<file path="config.mk">
export PLATFORM = sky130hd
export DESIGN_NAME = dual_source_port
export DESIGN_NICKNAME = d
export VERILOG_FILES = /design/src/rtl/dsport_pkg.sv /design/src/rtl/dsport_regs.sv /design/src/rtl/dsport_drive.sv /design/src/rtl/dsport_readback.sv /design/src/rtl/dsport_flagclr.sv /design/src/rtl/dual_source_port.sv
export SDC_FILE = /design/constraint.sdc
export NUM_CORES = 1
export LEC_CHECK = 0
export BUFFER_PORTS_ARGS = -buffer_cell sky130_fd_sc_hd__buf_2
export CAP_MARGIN = 5
export CELL_PAD_IN_SITES_DETAIL_PLACEMENT = 0
export CELL_PAD_IN_SITES_GLOBAL_PLACEMENT = 1
export CORE_MARGIN = 5
export CORE_UTILIZATION = 39
export CTS_BUF_LIST = sky130_fd_sc_hd__clkbuf_8 sky130_fd_sc_hd__clkbuf_16
export CTS_CLUSTER_DIAMETER = 80
export DETAILED_ROUTE_END_ITERATION = 10
export PLACE_DENSITY_LB_ADDON = 0.1
export SLEW_MARGIN = 20
export SYNTH_ARGS = -nofsm -noshare
export SYNTH_HDL_FRONTEND = slang
export SYNTH_SLANG_ARGS = --single-unit
</file>
<file path="constraint.sdc">
create_clock -name clk -period 2.55 [get_ports clk]
set_input_delay 0.3825 -clock clk [delete_from_list [all_inputs] [get_ports clk]]
set_output_delay 0.3825 -clock clk [all_outputs]
set_load 0.01 [all_outputs]
</file>
<file path="src/rtl/dsport_pkg.sv">
package dsport_pkg;

  // Decoded access kinds for one bus cycle.
  typedef struct packed {
    logic data_wr;
    logic data_rd;
    logic dir_wr;
    logic dir_rd;
  } dsport_acc_t;

  localparam dsport_acc_t ACC_IDLE = '{default: 1'b0};

endpackage

</file>
<file path="src/rtl/dsport_regs.sv">
module dsport_regs
  import dsport_pkg::*;
#(
  parameter int unsigned WIDTH    = 8,
  parameter int unsigned ADDR_W   = 4,
  parameter int unsigned DATA_OFS = 0,
  parameter int unsigned DIR_OFS  = 2
) (
  input  logic              clk,
  input  logic              rst,
  input  logic [ADDR_W-1:0] addr,
  input  logic              wr,
  input  logic              rd,
  input  logic [WIDTH-1:0]  wdata,
  output dsport_acc_t       acc,
  output logic [WIDTH-1:0]  out_q,
  output logic [WIDTH-1:0]  dir_q
);

  localparam logic [ADDR_W-1:0] A_DATA = ADDR_W'(DATA_OFS);
  localparam logic [ADDR_W-1:0] A_DIR  = ADDR_W'(DIR_OFS);

  logic hit_data;
  logic hit_dir;

  always_comb begin
    hit_data     = (addr == A_DATA);
    hit_dir      = (addr == A_DIR);
    acc          = ACC_IDLE;
    acc.data_wr  = wr && hit_data;
    acc.dir_wr   = wr && hit_dir;
    acc.data_rd  = rd && !wr && hit_data;
    acc.dir_rd   = rd && !wr && hit_dir;
  end

  always_ff @(posedge clk) begin
    if (rst) begin
      out_q <= '0;
      dir_q <= '0;
    end else begin
      if (acc.data_wr) out_q <= wdata;
      if (acc.dir_wr)  dir_q <= wdata;
    end
  end

  // the mask only changes through its own offset.
  p_dir_hold_r3: assert property (@(posedge clk) disable iff (rst)
    !(wr && addr == A_DIR) |=> $stable(dir_q));

  // the output value only changes through its own offset.
  p_out_hold_r2: assert property (@(posedge clk) disable iff (rst)
    !(wr && addr == A_DATA) |=> $stable(out_q));

endmodule

</file>
<file path="src/rtl/dsport_drive.sv">
module dsport_drive #(
  parameter int unsigned WIDTH   = 8,
  parameter int unsigned OVR_BIT = WIDTH - 1
) (
  input  logic             clk,
  input  logic             rst,
  input  logic [WIDTH-1:0] out_q,
  input  logic [WIDTH-1:0] dir_q,
  input  logic             ovr_en,
  input  logic             ovr_level,
  output logic [WIDTH-1:0] eff_out,
  output logic [WIDTH-1:0] pin_out,
  output logic [WIDTH-1:0] pin_oe
);

  logic [WIDTH-1:0] eff_oe;

  for (genvar b = 0; b < WIDTH; b++) begin : g_bit
    if (b == OVR_BIT) begin : g_shared
      assign eff_out[b] = ovr_en ? ovr_level : out_q[b];
      assign eff_oe[b]  = ovr_en | dir_q[b];
    end else begin : g_plain
      assign eff_out[b] = out_q[b];
      assign eff_oe[b]  = dir_q[b];
    end
  end

  always_ff @(posedge clk) begin
    if (rst) begin
      pin_out <= '0;
      pin_oe  <= '0;
    end else begin
      pin_out <= eff_out;
      pin_oe  <= eff_oe;
    end
  end

  logic armed;
  always_ff @(posedge clk) armed <= !rst;

  p_ovr_oe_r7: assert property (@(posedge clk) disable iff (rst || !armed)
    $past(ovr_en) |-> pin_oe[OVR_BIT]);

  p_ovr_level_r6: assert property (@(posedge clk) disable iff (rst || !armed)
    $past(ovr_en) |-> (pin_out[OVR_BIT] == $past(ovr_level)));

  p_plain_oe_r3: assert property (@(posedge clk) disable iff (rst || !armed)
    !$past(ovr_en) |-> (pin_oe == $past(dir_q)));

endmodule

</file>
<file path="src/rtl/dsport_readback.sv">
module dsport_readback
  import dsport_pkg::*;
#(
  parameter int unsigned WIDTH = 8
) (
  input  logic             clk,
  input  logic             rst,
  input  dsport_acc_t      acc,
  input  logic             rd,
  input  logic [WIDTH-1:0] pin_in,
  input  logic [WIDTH-1:0] eff_out,
  input  logic [WIDTH-1:0] dir_q,
  output logic [WIDTH-1:0] rdata
);

  logic [WIDTH-1:0] mixed;
  logic [WIDTH-1:0] sel;

  always_comb begin
    mixed = (pin_in & ~dir_q) | (eff_out & dir_q);
    if (acc.data_rd)     sel = mixed;
    else if (acc.dir_rd) sel = dir_q;
    else                 sel = '0;
  end

  always_ff @(posedge clk) begin
    if (rst)     rdata <= '0;
    else if (rd) rdata <= sel;
  end

  logic armed;
  always_ff @(posedge clk) armed <= !rst;

  p_rd_other_r11: assert property (@(posedge clk) disable iff (rst || !armed)
    ($past(rd) && !$past(acc.data_rd) && !$past(acc.dir_rd)) |-> (rdata == '0));

  p_rd_dir_r5: assert property (@(posedge clk) disable iff (rst || !armed)
    $past(acc.dir_rd) |-> (rdata == $past(dir_q)));

endmodule

</file>
<file path="src/rtl/dsport_flagclr.sv">
module dsport_flagclr
  import dsport_pkg::*;
(
  input  logic        clk,
  input  logic        rst,
  input  dsport_acc_t acc,
  input  logic        keep_flag2,
  output logic        clr_flag1,
  output logic        clr_flag2
);

  always_ff @(posedge clk) begin
    if (rst) begin
      clr_flag1 <= 1'b0;
      clr_flag2 <= 1'b0;
    end else begin
      clr_flag1 <= acc.data_wr | acc.data_rd;
      clr_flag2 <= acc.data_rd | (acc.data_wr & ~keep_flag2);
    end
  end

  logic armed;
  always_ff @(posedge clk) armed <= !rst;

  p_clr1_cause_r9: assert property (@(posedge clk) disable iff (rst || !armed)
    clr_flag1 |-> ($past(acc.data_wr) || $past(acc.data_rd)));

  p_clr2_keep_r9: assert property (@(posedge clk) disable iff (rst || !armed)
    (clr_flag2 && !$past(acc.data_rd)) |-> !$past(keep_flag2));

  p_clr2_read_r10: assert property (@(posedge clk) disable iff (rst || !armed)
    $past(acc.data_rd) |-> (clr_flag1 && clr_flag2));

endmodule

</file>
<file path="src/rtl/dual_source_port.sv">
module dual_source_port
  import dsport_pkg::*;
#(
  parameter int unsigned WIDTH    = 8,
  parameter int unsigned ADDR_W   = 4,
  parameter int unsigned DATA_OFS = 0,
  parameter int unsigned DIR_OFS  = 2,
  parameter int unsigned OVR_BIT  = WIDTH - 1
) (
  input  logic              clk,
  input  logic              rst,
  input  logic [ADDR_W-1:0] bus_addr,
  input  logic              bus_wr,
  input  logic              bus_rd,
  input  logic [WIDTH-1:0]  bus_wdata,
  output logic [WIDTH-1:0]  bus_rdata,
  input  logic [WIDTH-1:0]  pin_in,
  output logic [WIDTH-1:0]  pin_out,
  output logic [WIDTH-1:0]  pin_oe,
  input  logic              ovr_en,
  input  logic              ovr_level,
  input  logic              keep_flag2,
  output logic              clr_flag1,
  output logic              clr_flag2
);

  dsport_acc_t      acc;
  logic [WIDTH-1:0] out_q;
  logic [WIDTH-1:0] dir_q;
  logic [WIDTH-1:0] eff_out;

  dsport_regs #(
    .WIDTH(WIDTH), .ADDR_W(ADDR_W), .DATA_OFS(DATA_OFS), .DIR_OFS(DIR_OFS)
  ) u_regs (
    .clk(clk), .rst(rst), .addr(bus_addr), .wr(bus_wr), .rd(bus_rd),
    .wdata(bus_wdata), .acc(acc), .out_q(out_q), .dir_q(dir_q)
  );

  dsport_drive #(.WIDTH(WIDTH), .OVR_BIT(OVR_BIT)) u_drive (
    .clk(clk), .rst(rst), .out_q(out_q), .dir_q(dir_q),
    .ovr_en(ovr_en), .ovr_level(ovr_level),
    .eff_out(eff_out), .pin_out(pin_out), .pin_oe(pin_oe)
  );

  dsport_readback #(.WIDTH(WIDTH)) u_readback (
    .clk(clk), .rst(rst), .acc(acc), .rd(bus_rd), .pin_in(pin_in),
    .eff_out(eff_out), .dir_q(dir_q), .rdata(bus_rdata)
  );

  dsport_flagclr u_flagclr (
    .clk(clk), .rst(rst), .acc(acc), .keep_flag2(keep_flag2),
    .clr_flag1(clr_flag1), .clr_flag2(clr_flag2)
  );

  // nothing is driven or requested on the cycle after reset.
  p_reset_quiet_r1: assert property (@(posedge clk)
    rst |=> (pin_oe == '0 && pin_out == '0 && !clr_flag1 && !clr_flag2));

endmodule

</file>
Word-level counts from Yosys, hierarchy flattened. Cells that the tools add are included.

Add/sub/neg operators: 0. Multiply operators: 0. Divide/modulo/power cells: 0. $lt $le $gt $ge: 0. Eq/ne operators: 1. Shifts and indexed selects: 0. Mux-type cells: 3. Bitwise logic cells: 9. Reductions and logical operators: 7.

Operator list (count): $and 8x8->8 (2); $mux 8 (2); $not 8->8 (1); $or 8x8->8 (1); $logic_and 1x1->1 (5); $eq 4x2->1 const B (1); $logic_not 4->1 (1); $or 1x1->1 (3); $and 1x1->1 (1); $logic_not 1->1 (1); $mux 1 (1); $not 1->1 (1).

Bits in registers: 42. Bits in latches: 0. Bits in writable memories: 0. Bits in read-only memories: 0. Output and inout bits: 26. Memories kept: 0.

Longest topological paths before layout.
Depth in word-level cells: 5. Depth in mapped cells: 5. Mapped depth without buffers: 3.

By module. A second synthesis with hierarchy kept.

Cells, all modules: 169. Area total of the unflattened synthesis: 1755.4 µm².

Modules (own cells, without submodules): dsport_regs (times used 1, cells an instance 66, area an instance 713.2 µm²); dsport_drive (times used 1, cells an instance 42, area an instance 508.0 µm²); dsport_readback (times used 1, cells an instance 54, area an instance 467.9 µm²); dsport_flagclr (times used 1, cells an instance 7, area an instance 66.3 µm²).

Least setup slack after synthesis. No wires, ideal clock.

Path type: input port to flip-flop. Start: input bus_addr[3]. End: register u_flagclr.clr_flag2. Setup time: 70 ps. Data arrival time: 1333 ps. Slack: 1147 ps. Stages on the path: 4. Buffers on the path: 1. Cell sequence: or3b_1 > clkbuf_2 > or3_1 > a21oi_1.

Longest elaborated chain between the ends: 4. Elaborated cells on any way between the ends: 5. Those cells by class: 2 x bitwise; 3 x reduce/logical.

RTL lines: from (decl) (line dual_source_port.sv:12) `input logic [ADDR_W-1:0] bus_addr,`; $logic_not 4->1 (*) (line dsport_regs.sv:27) `hit_data = (addr == A_DATA);`; $logic_and 1x1->1 (line dsport_regs.sv:30) `acc.data_wr = wr && hit_data;`; $and 1x1->1 (line dsport_flagclr.sv:18) `clr_flag2 <= acc.data_rd | (acc.data_wr & ~keep_flag2);`; $or 1x1->1 (*) (line dsport_flagclr.sv:18); to (signal assigned) (line dsport_flagclr.sv:18); to (decl) (line dsport_flagclr.sv:9) `output logic clr_flag2`.

Every way passes the cells marked *; elsewhere a longest branch is shown, timed or not. A chain may end at the register's enable or synchronous reset.

Worst setup path in the final report.
Start: input bus_addr[0]. End: register u_readback.rdata[2].

Longest elaborated chain between the ends: 4. Elaborated cells on any way between the ends: 6. Those cells by class: 1 x eq/ne; 2 x mux; 3 x reduce/logical.

RTL lines: $eq 4x2->1 (line dsport_regs.sv:28) `hit_dir = (addr == A_DIR);`; $logic_and 1x1->1 (line dsport_regs.sv:33) `acc.dir_rd = rd && !wr && hit_dir;`; $mux 8 (line dsport_readback.sv:22) `else if (acc.dir_rd) sel = dir_q;`; $mux 8 (*) (line dsport_readback.sv:21) `if (acc.data_rd) sel = mixed;`; to (signal assigned) (line dsport_readback.sv:28) `else if (rd) rdata <= sel;`; to (decl) (line dsport_readback.sv:13) `output logic [WIDTH-1:0] rdata`.

Marked as above.

==> flow_summary.rst <==
.. list-table::
   :header-rows: 1

   * - Metric
     - Value
   * - Proportion of layout cells with a drive suffix above 1
     - 0.317
   * - Setup repair after global routing missed its margin
     - false
   * - Crit path kind
     - in -> reg
   * - Post-synthesis net count
     - 203
   * - Leading cell type in the layout, fill and taps excluded
     - sky130_fd_sc_hd__buf_2
   * - Clock tree from TritonCTS
     - done
   * - Number of slew-limit violations in the final report
     - 0
   * - Final antenna diode count
     - 0
   * - Maximum net fanout on the critical path
     - 9
   * - Largest net degree at the start of global routing
     - 32
   * - Status
     - complete, no violations
   * - Highest Clock Rate
     - 0.682 GHz
   * - Flops & latches, synth
     - 42
   * - Std cell rows
     - 23
   * - Arrival time worst endpoint
     - 1670 ps
   * - Number of nets at the end of the flow
     - 253
   * - Area used by sequential logic in the layout
     - 841 µm²
   * - Total area of multi-input combinational cells
     - 717 µm²
   * - Total of max-cap violations
     - 0
   * - Filler Cell Count
     - 396
   * - Length of the first detailed-routing pass in iterations
     - 4
   * - Post-CTS clock slew at the launch and capture registers of the worst setup and hold paths
     - 80 ps
   * - Tightest Pin Transition
     - 768 ps
   * - Post-synth EDFFs
     - 0
   * - Die Width
     - 74.3 µm
   * - Power density relative to cell area
     - 636 mW/mm²
   * - Final worst-path setup slack
     - 1080 ps
   * - Cell at the root of the clock tree
     - sky130_fd_sc_hd__clkbuf_8
   * - Overall via count from detail_route
     - 1438
   * - Detail Placement HPWL
     - 3080 µm
   * - Number of violations reported at the end of detailed-routing iteration 0
     - 129
   * - CTS Buffer Depth
     - 2
   * - Total number of yosys warnings
     - 0
   * - DRC violation count after routing
     - 0
   * - Synth-to-Final Area Change
     - 25.2%
   * - DP Worst Slack
     - 775 ps
   * - Final setup skew
     - 7.49 ps
   * - Number of setup buffers added after CTS
     - 0
   * - Wire length of the first global-routing pass
     - 6720 µm
   * - CTS resizes
     - 0
   * - Startpoint type of the worst setup path
     - primary input
   * - Post-synth ARST share
     - 0
   * - Height of the die
     - 74.3 µm
   * - Remaining antenna violation count
     - 0
   * - Critical path capture point type
     - flop
   * - Routed wire per std cell
     - 15.1 µm
   * - Number of distinct library cells after synthesis
     - 25
   * - Number of antenna violations at the first check in global routing
     - 0
   * - Minimum clock period
     - 1470 ps
   * - Max VDD drop
     - 0.394 mV
   * - Number of global-route vias before repair
     - 1336
   * - Static Leak
     - 0.838 nW
   * - Worst-Skew Late Latency
     - 290 ps
   * - Placeable Area
     - 0.00400 mm²
   * - Area enclosed by the die boundary
     - 0.00552 mm²
   * - Setup Total Neg Slack
     - 0 ps
   * - Fraction of the cycle the final worst path needs
     - 0.575
   * - Vias/cell
     - 5.19
   * - Initial standard-cell utilization of the core
     - 0.404
   * - Wire length after detailed routing
     - 4190 µm
   * - Register area share after synthesis
     - 0.521
   * - Netlist area before placement
     - 0.00161 mm²
   * - Avg Cell Area, Syn
     - 9.17 µm²
   * - Worst rel slew slack
     - 0.484
   * - Gate count after technology mapping
     - 176
   * - H-tree levels
     - 2
   * - Number of buffers inserted during clock tree synthesis
     - 5
   * - Final weighted congestion in routability-driven placement
     - 0.749
   * - Min-delay worst type
     - in -> reg
   * - Number of placed I/O pins
     - 53
   * - Required @ worst endpoint
     - 2750 ps
   * - GRT Overall Usage
     - 0.162
   * - Most common flop cell mapped by yosys
     - sky130_fd_sc_hd__dfxtp_1
   * - Count of hold buffers inserted by post-cts repair
     - 0
   * - Number of port buffers
     - 52
   * - Commonest cells after routing, fill and taps aside
     - sky130_fd_sc_hd__buf_2, sky130_fd_sc_hd__dfxtp_1, sky130_fd_sc_hd__nand3_1
   * - Clock sink total
     - 42
   * - Final setup violation count
     - 0
   * - GR Overflow Total
     - 0
   * - Count of final hold-check violations
     - 0
## cell usage after synthesis, types with 2 or more instances
cell type                  count  area [µm²]
sky130_fd_sc_hd__a21oi_1      18        90.1
sky130_fd_sc_hd__a311oi_1      7        61.3
sky130_fd_sc_hd__nor2_1       11        41.3
sky130_fd_sc_hd__clkbuf_1     10        37.5
sky130_fd_sc_hd__nand2_1       2        7.51
sky130_fd_sc_hd__buf_2         2        10.0
sky130_fd_sc_hd__o21ai_0      16        80.1
sky130_fd_sc_hd__nor2b_1      17         106
sky130_fd_sc_hd__nand3_1      30         150
sky130_fd_sc_hd__dfxtp_1      42         841
sky130_fd_sc_hd__mux2_2        7        78.8
## cell families after synthesis
kind of cell	count (synthesis)	share of synthesized area
flip-flops	42	0.521
AND/OR/NAND/NOR	69	0.234
multiplexers	8	0.0550
AO/OA/AOI/OAI	43	0.155
buffers and inverters	14	0.0349
## report_power, final
part | total (W) | internal, W | leakage [nW] | switching [W]
Combinational | 0.000106 | 0.0000429 | 0.437 | 0.0000634
Sequential | 0.000674 | 0.000668 | 0.340 | 0.00000637
Clock | 0.000504 | 0.000285 | 0.0607 | 0.000219
## per-stage QoR
stage	hold slack [ps]	area, µm²	util	cells	power (W)
6_report	324	2020	0.505	277	0.00128
5_1_grt	342	2020	0.505	277	0.00133
4_1_cts	316	2020	0.505	277	0.00130
3_5_place_dp	473	1910	0.479	269	0.000796
3_3_place_gp	476	1910	0.479	269	0.000794
2_1_floorplan	448	1610	-	176	0.000746
## flip-flops by register name, indices dropped and copies added, names as in the netlist
name,count
u_readback.rdata,8
u_drive.pin_out,8
u_flagclr.clr_flag1,1
u_regs.dir_q,8
u_regs.out_q,8
u_flagclr.clr_flag2,1
u_drive.pin_oe,8
## path summary, 6_finish.rpt
path	from	end	slack (ps)	depth (start not counted)
min	ovr_en	u_drive.pin_oe[7]$_SDFF_PP0_	320	3
max reg2reg	u_regs.dir_q[3]$_SDFFE_PP0P_	u_readback.rdata[3]$_SDFFE_PP0P_	1490	3
max	bus_addr[0]	u_readback.rdata[2]$_SDFFE_PP0P_	1080	4
min reg2reg	u_readback.rdata[6]$_SDFFE_PP0P_	u_readback.rdata[6]$_SDFFE_PP0P_	480	2
## worst max-delay path, cell delays in order
cell,delay (ps)
sky130_fd_sc_hd__buf_2,130
sky130_fd_sc_hd__nor4_2,700
sky130_fd_sc_hd__nand3_1,160
sky130_fd_sc_hd__a311oi_1,280
## routing by layer
metal  share of wire  track usage  up-vias  wire length, µm
met5               0            0        -                0
met4          0.0064       0.0474        0               27
met3           0.067       0.0486        2              282
met2            0.47        0.243       34             1970
met1            0.46        0.226      678             1920
li1                -            -      724                -
## cell type report
class | count | area share
multi-input cells | 120 | 0.355
clock inverters | 3 | 0.0186
clock buffers | 5 | 0.0341
inverters | 1 | 0.00186
repair buffers | 56 | 0.144
flip-flops and latches | 42 | 0.416
well taps | 50 | 0.0310
No activity file was read; power rests on OpenSTA's default activity.
